**src/rtl/cam_nf_pkg.sv**
```systemverilog
package cam_nf_pkg;

    typedef enum logic [2:0] {
        OP_NOP       = 3'd0,
        OP_LOAD_KEY  = 3'd1,
        OP_MOVE_FREE = 3'd2,
        OP_SET_FULL  = 3'd3,
        OP_COMPARE   = 3'd4,
        OP_END_INIT  = 3'd5
    } op_e;

    typedef enum logic {
        ST_RUN       = 1'b0,
        ST_HOLD_FULL = 1'b1
    } ctrl_st_e;

endpackage

```
**src/rtl/cam_nf_prio.sv**
```systemverilog
module cam_nf_prio #(
    parameter int N  = 16,
    parameter int IW = $clog2(N)
) (
    input  logic [N-1:0]  req,
    output logic          found,
    output logic [IW-1:0] idx
);

    // Lowest set bit wins: scan downward so the last assignment is the lowest index.
    always_comb begin
        found = |req;
        idx   = '0;
        for (int i = N - 1; i >= 0; i--) begin
            if (req[i]) idx = IW'(i);
        end
    end

endmodule

```
**src/rtl/cam_nf_array.sv**
```systemverilog
module cam_nf_array #(
    parameter int N  = 16,
    parameter int DW = 16,
    parameter int IW = $clog2(N)
) (
    input  logic          clk,
    input  logic          rst_n,
    input  logic          we,
    input  logic [IW-1:0] widx,
    input  logic [DW-1:0] wdata,
    input  logic [DW-1:0] key,
    output logic [N-1:0]  hit_vec,
    output logic [N-1:0]  free_vec,
    output logic          all_valid
);

    logic [DW-1:0] mem_q [N];
    logic [N-1:0]  valid_q;

    always_ff @(posedge clk) begin
        if (we) mem_q[widx] <= wdata;
    end

    always_ff @(posedge clk or negedge rst_n) begin
        if (!rst_n)  valid_q       <= '0;
        else if (we) valid_q[widx] <= 1'b1;
    end

    for (genvar g = 0; g < N; g++) begin : g_cell
        assign hit_vec[g]  = valid_q[g] && (mem_q[g] == key);
        assign free_vec[g] = ~valid_q[g];
    end

    assign all_valid = &valid_q;

    AST_MOVE_SETS_VALID: assert property (@(posedge clk) disable iff (!rst_n)
        we |=> valid_q[$past(widx)]);

    AST_NO_STRAY_WRITE: assert property (@(posedge clk) disable iff (!rst_n)
        !we |=> $stable(valid_q));

endmodule

```
**src/rtl/cam_nf_ctrl.sv**
```systemverilog
module cam_nf_ctrl
    import cam_nf_pkg::*;
#(
    parameter int N    = 16,
    parameter int DW   = 16,
    parameter int PA_W = 8,
    parameter int IW   = $clog2(N)
) (
    input  logic            clk,
    input  logic            rst_n,
    input  logic            cmd_valid,
    input  logic [2:0]      cmd_op,
    input  logic [DW-1:0]   cmd_data,
    input  logic            full_in_n,
    input  logic            all_valid,
    input  logic            free_found,
    input  logic [IW-1:0]   free_idx,
    input  logic            hit_found,
    input  logic [IW-1:0]   hit_idx,
    output logic            wr_en,
    output logic [IW-1:0]   wr_idx,
    output logic [DW-1:0]   key,
    output logic            forced,
    output logic [PA_W-1:0] page_addr,
    output logic            match_valid,
    output logic            match_hit,
    output logic [IW-1:0]   match_idx
);

    ctrl_st_e state_q, state_d;
    op_e      op;
    logic     enabled;
    logic     is_move, is_sff, is_end, is_cmp, is_load;

    assign op      = op_e'(cmd_op);
    assign is_load = cmd_valid && (op == OP_LOAD_KEY);
    assign is_move = cmd_valid && (op == OP_MOVE_FREE);
    assign is_sff  = cmd_valid && (op == OP_SET_FULL);
    assign is_cmp  = cmd_valid && (op == OP_COMPARE);
    assign is_end  = cmd_valid && (op == OP_END_INIT);

    // The slice holding the string's first free location: upstream full, itself not full.
    assign enabled = !full_in_n && free_found && !all_valid && (state_q == ST_RUN);

    // State register
    always_ff @(posedge clk or negedge rst_n) begin
        if (!rst_n) state_q <= ST_RUN;
        else        state_q <= state_d;
    end

    // Next state
    always_comb begin
        state_d = state_q;
        unique case (state_q)
            ST_RUN:       if (is_sff && enabled) state_d = ST_HOLD_FULL;
            ST_HOLD_FULL: if (is_end)            state_d = ST_RUN;
            default:                             state_d = ST_RUN;
        endcase
    end

    // Outputs decoded from state
    always_comb begin
        forced = 1'b0;
        wr_en  = 1'b0;
        unique case (state_q)
            ST_RUN:       wr_en  = is_move && enabled;
            ST_HOLD_FULL: forced = 1'b1;
            default:      forced = 1'b0;
        endcase
    end
    assign wr_idx = free_idx;

    // Data registers
    always_ff @(posedge clk or negedge rst_n) begin
        if (!rst_n) begin
            key         <= '0;
            page_addr   <= '0;
            match_valid <= 1'b0;
            match_hit   <= 1'b0;
            match_idx   <= '0;
        end else begin
            match_valid <= is_cmp;
            if (is_load) key <= cmd_data;
            if (is_sff && enabled) page_addr <= cmd_data[PA_W-1:0];
            if (is_cmp) begin
                match_hit <= hit_found;
                match_idx <= hit_found ? hit_idx : '0;
            end
        end
    end

    AST_SFF_LOADS: assert property (@(posedge clk) disable iff (!rst_n)
        (is_sff && enabled) |=> (page_addr == $past(cmd_data[PA_W-1:0])) && (state_q == ST_HOLD_FULL));

    AST_SFF_IGNORED: assert property (@(posedge clk) disable iff (!rst_n)
        (is_sff && !enabled) |=> $stable(page_addr));

    AST_END_INIT_RUNS: assert property (@(posedge clk) disable iff (!rst_n)
        is_end |=> (state_q == ST_RUN));

    AST_MATCH_PULSE: assert property (@(posedge clk) disable iff (!rst_n)
        !is_cmp |=> !match_valid);

    AST_MATCH_AFTER_CMP: assert property (@(posedge clk) disable iff (!rst_n)
        is_cmp |=> match_valid);

endmodule

```
**src/rtl/cam_nf_slice.sv**
```systemverilog
module cam_nf_slice #(
    parameter int N    = 16,
    parameter int DW   = 16,
    parameter int PA_W = 8,
    parameter int IW   = $clog2(N)
) (
    input  logic            clk,
    input  logic            rst_n,
    input  logic            cmd_valid,
    input  logic [2:0]      cmd_op,
    input  logic [DW-1:0]   cmd_data,
    input  logic            full_in_n,
    output logic            full_out_n,
    output logic [PA_W-1:0] page_addr,
    output logic            match_valid,
    output logic            match_hit,
    output logic [IW-1:0]   match_idx
);

    logic [N-1:0]  hit_vec, free_vec;
    logic          all_valid, free_found, hit_found, wr_en, forced;
    logic [IW-1:0] free_idx, hit_idx, wr_idx;
    logic [DW-1:0] key;

    cam_nf_array #(.N(N), .DW(DW), .IW(IW)) u_array (
        .clk       (clk),
        .rst_n     (rst_n),
        .we        (wr_en),
        .widx      (wr_idx),
        .wdata     (key),
        .key       (key),
        .hit_vec   (hit_vec),
        .free_vec  (free_vec),
        .all_valid (all_valid)
    );

    cam_nf_prio #(.N(N), .IW(IW)) u_free_enc (
        .req   (free_vec),
        .found (free_found),
        .idx   (free_idx)
    );

    cam_nf_prio #(.N(N), .IW(IW)) u_hit_enc (
        .req   (hit_vec),
        .found (hit_found),
        .idx   (hit_idx)
    );

    cam_nf_ctrl #(.N(N), .DW(DW), .PA_W(PA_W), .IW(IW)) u_ctrl (
        .clk         (clk),
        .rst_n       (rst_n),
        .cmd_valid   (cmd_valid),
        .cmd_op      (cmd_op),
        .cmd_data    (cmd_data),
        .full_in_n   (full_in_n),
        .all_valid   (all_valid),
        .free_found  (free_found),
        .free_idx    (free_idx),
        .hit_found   (hit_found),
        .hit_idx     (hit_idx),
        .wr_en       (wr_en),
        .wr_idx      (wr_idx),
        .key         (key),
        .forced      (forced),
        .page_addr   (page_addr),
        .match_valid (match_valid),
        .match_hit   (match_hit),
        .match_idx   (match_idx)
    );

    assign full_out_n = full_in_n | ~(all_valid | forced);

    AST_SFF_BLOCKS_CHAIN: assert property (@(posedge clk) disable iff (!rst_n)
        (cmd_valid && cmd_op == 3'd3 && !full_in_n && full_out_n) |=> (full_in_n || !full_out_n));

endmodule

```
**config.mk**
```make
export PLATFORM = sky130hd
export DESIGN_NAME = cam_nf_slice
export DESIGN_NICKNAME = d
export VERILOG_FILES = /design/src/rtl/cam_nf_pkg.sv /design/src/rtl/cam_nf_prio.sv /design/src/rtl/cam_nf_array.sv /design/src/rtl/cam_nf_ctrl.sv /design/src/rtl/cam_nf_slice.sv
export SDC_FILE = /design/constraint.sdc
export NUM_CORES = 1
export LEC_CHECK = 0
export BUFFER_PORTS_ARGS = -buffer_cell sky130_fd_sc_hd__buf_2
export CAP_MARGIN = 20
export CORE_MARGIN = 2
export CORE_UTILIZATION = 35
export DETAILED_ROUTE_END_ITERATION = 6
export PLACE_DENSITY = 0.52
export SLEW_MARGIN = 20
export SYNTH_ARGS = -nofsm -noshare
export SYNTH_HDL_FRONTEND = slang
export SYNTH_SLANG_ARGS = --single-unit
```
**constraint.sdc**
```tcl
create_clock -name clk -period 3.9 [get_ports clk]
set_clock_uncertainty 0.2 [all_clocks]
set_input_delay 0 -clock clk [delete_from_list [all_inputs] [get_ports clk]]
set_output_delay 0 -clock clk [all_outputs]
set_load 0.02 [all_outputs]
```
==> results.json <==
{
  "drv_cap": 0,
  "rr_startpoint": "u_ctrl.key[9]$_DFFE_PN0P_",
  "slew_viol_final": 0,
  "grt_use_total": 0.159,
  "die_area_um2": 38600,
  "worst_pin_slew_ps": 928,
  "area_delta_synth_final_pct": 18.2,
  "yosys_warnings": 0,
  "dpl_cell_area_um2": 13900,
  "holdCritStartpoint": "cmd_data[7]",
  "regArea_um2": 8880,
  "reg2regPathDepth": 8,
  "nNetsFinal": 994,
  "arrival_ps": 3380,
  "synthArstFlopShare": 0.155,
  "gp_congestion": 0.847,
  "antenna_cells": 0,
  "clk_latency_ps": 500,
  "via_per_inst": 4.81,
  "cts_buffers": 35,
  "postCtsSetupBuffers": 0,
  "syn-instance-count": 846,
  "syn_nets": 869,
  "synth_edf_count": 256,
  "r2r-end": "u_ctrl.match_idx[1]$_DFFE_PN0P_",
  "slew_headroom": 0.380,
  "yosys.cell_types.count": 47,
  "min_period_over_period": 0.805,
  "synth_area_per_cell_um2": 15.3,
  "p_leak_nw": 5.30,
  "multiInputGateArea_um2": 3860,
  "synthTopCellsByCount": "edfxtp_1 (256), xnor2_1 (133), xor2_1 (123), dfrtp_1 (47), nand4_1 (41)",
  "synth_area_leaders": "edfxtp_1 (59%), dfrtp_1 (9.1%), xnor2_1 (9.0%)",
  "cpMaxStageDelayCell": "dfrtp_2",
  "ctsLongestPathBuffers": 3,
  "clkTransAtPathRegs_ps": 60,
  "ir_drop_v": 0.000238,
  "grt_pass1_wl_mm": 45.9,
  "drt_pass1_iterations": 7,
  "netlist_area_um2": 13000,
  "whs_path_depth": 3,
  "cts_sinks": 303,
  "wl_per_cell_um": 20.5,
  "dp.cells": 1367,
  "hp-class": "input pin to flip-flop",
  "drc_errors": 0,
  "design.core.area_um2": 36500,
  "synth_ff_type": "edfxtp_1",
  "overflow": 0,
  "fin_area_um2": 15300,
  "rrSetupSlack_ps": 760,
  "p_per_area_nw_per_um2": 543,
  "grt_max_degree": 30,
  "fill_cells": 3295,
  "clock.fmax_mhz": 319,
  "place_hpwl_mm": 19.3,
  "ys_seq_elements": 303,
  "synth_most_common_cell": "edfxtp_1",
  "grt_setup_unrepaired": "no",
  "finalHoldViolations": 0,
  "yosys.area.top_type": "edfxtp_1",
  "setup_viol": 0,
  "crit_path_start_kind": "flip-flop",
  "synth_top_area_share": 0.592,
  "port_buffers": 37,
  "crit_path_max_fanout": 23,
  "slowest_delay_ps": 780,
  "crit_chain": "buf_4 > xor2_1 > nor4_1 > nand4_1 > a211oi_1 > nor3_1 > o311ai_0 > a22o_1",
  "h-tree-depth": 2,
  "drt_wl_total_mm": 30.0,
  "critical_path_class": "flip-flop to flip-flop",
  "outcome": "finished, final reports clean",
  "antenna_found_initial": 0,
  "dieHeight_um": 197,
  "fin_cells": 1464,
  "required_ps": 4140,
  "setup.worst_path.end_class": "flip-flop",
  "route.vias.total": 7046,
  "cts_tree": "yes",
  "cts_root_buffer": "clkbuf_16",
  "grt_pass1_vias": 7188,
  "holdPathEnd": "u_ctrl.page_addr[7]$_DFFE_PN0P_",
  "dieWidth_um": 197,
  "drive_gt1_frac": 0.194,
  "ant_nets": 0,
  "ys_seq_area_frac": 0.683,
  "tns_ps": 0,
  "drtIter0Drc": 481,
  "std_cell_rows": 70,
  "start_util": 0.355,
  "period_minus_slack_ps": 3140,
  "io_pins": 38
}
cell type report:
| cell class | count | share of cell area |
|---|---|---|
| clock inverters | 10 | 0.00286 |
| well taps | 468 | 0.0382 |
| clock buffers | 52 | 0.0667 |
| repair buffers | 122 | 0.0602 |
| inverters | 5 | 0.00122 |
| multi-input cells | 504 | 0.252 |
| flip-flops and latches | 303 | 0.579 |
power by group:
group | switching, mW | leakage, nW | internal [mW] | total [mW]
combinational | 0.604 | 1.91 | 0.552 | 1.16
sequential | 0.378 | 2.88 | 3.74 | 4.12
clock | 1.24 | 0.517 | 1.81 | 3.04
registers in the layout, indices dropped and copies added, names as in the netlist:
signal,count
u_ctrl.match_valid,1
u_ctrl.match_hit,1
u_array.mem_q,256
u_ctrl.match_idx,4
u_ctrl.key,16
u_array.valid_q,16
u_ctrl.page_addr,8
u_ctrl.state_q,1
worst max-delay path, delay by kind of cell (launching register included):
kind                   cells  cell delay, ps
AO/OA/AOI/OAI              3             910
XOR/XNOR                   1              80
flip-flops                 1             780
AND/OR/NAND/NOR            3             810
buffers and inverters      1             290
layer usage:
layer  up-vias  part of all wire  track usage
li1       3355                 -            -
met2       157              0.45        0.245
met3        41             0.044       0.0248
met5         -                 0            0
met1      3493              0.49        0.234
met4         0             0.020       0.0443
placed cells by master (no fill, tap or decap), types with 3 or more instances in the layout:
cell type | netlist | layout
edfxtp_1 | 256 | 256
xnor2_1 | 133 | 133
xor2_1 | 123 | 123
buf_4 | 10 | 49
nand4_1 | 41 | 41
clkbuf_16 | 0 | 37
buf_2 | 10 | 37
dlygate4sd3_1 | 0 | 35
dfrtp_1 | 47 | 31
nor4_1 | 29 | 29
mux2_2 | 24 | 24
nand3_1 | 22 | 22
nand2_1 | 21 | 21
nor2_1 | 17 | 17
nor3_1 | 21 | 16
dfrtp_2 | 0 | 16
or2_2 | 11 | 11
clkbuf_1 | 1 | 11
o21ai_0 | 9 | 9
clkinv_1 | 0 | 7
a21oi_1 | 6 | 6
inv_1 | 5 | 5
nor2b_1 | 5 | 5
nand2b_1 | 4 | 4
nor3_2 | 0 | 4
and3_1 | 4 | 4
clkbuf_8 | 1 | 4
a211oi_2 | 0 | 3
cells by family (layout without fill, tap and decap cells):
logic type      after synthesis  in the layout  synth area share
flops                       303            303             0.683
xor+xnor                    256            256             0.173
simple gates                187            187            0.0801
buf+inv                      39            189            0.0235
compound gates               37             37            0.0198
mux                          24             24            0.0208
worst max path at each step:
| stage | startpoint | to | slack, ps | cells after the start |
|---|---|---|---|---|
| 6_report | u_ctrl.key[9]$_DFFE_PN0P_ | u_ctrl.match_idx[1]$_DFFE_PN0P_ | 760 | 8 |
| 5_1_grt | u_array.valid_q[3]$_DFFE_PN0P_ | u_ctrl.state_q$_DFF_PN0_ | 530 | 6 |
| 4_1_cts | u_ctrl.key[10]$_DFFE_PN0P_ | u_ctrl.match_idx[0]$_DFFE_PN0P_ | 730 | 9 |
| 3_5_place_dp | u_ctrl.key[10]$_DFFE_PN0P_ | u_ctrl.match_idx[0]$_DFFE_PN0P_ | 740 | 9 |
| 3_3_place_gp | u_ctrl.key[10]$_DFFE_PN0P_ | u_ctrl.match_idx[0]$_DFFE_PN0P_ | 680 | 9 |
| 2_1_floorplan | u_array.valid_q[15]$_DFFE_PN0P_ | u_array.mem_q[11][0]$_DFFE_PP_ | 760 | 7 |
metrics by stage:
stage                     setup slack, ps  hold slack, ps   util  total power [mW]
after global placement                681            -223  0.381              5.33
after detailed placement              741            -219  0.381              5.33
after global routing                  526            80.2  0.420              8.68
after CTS                             730            54.0  0.420              8.44
final                                 762            78.4  0.420              8.32
after floorplan                       759            -496      -              4.85
repair_timing:
| item | CTS | global route |
|---|---|---|
| hold buffers | 35 | 0 |
| endpoints found under the hold margin | 80 | 0 |
| gates resized for setup | 0 | 0 |
No activity file was read; power rests on OpenSTA's default activity.
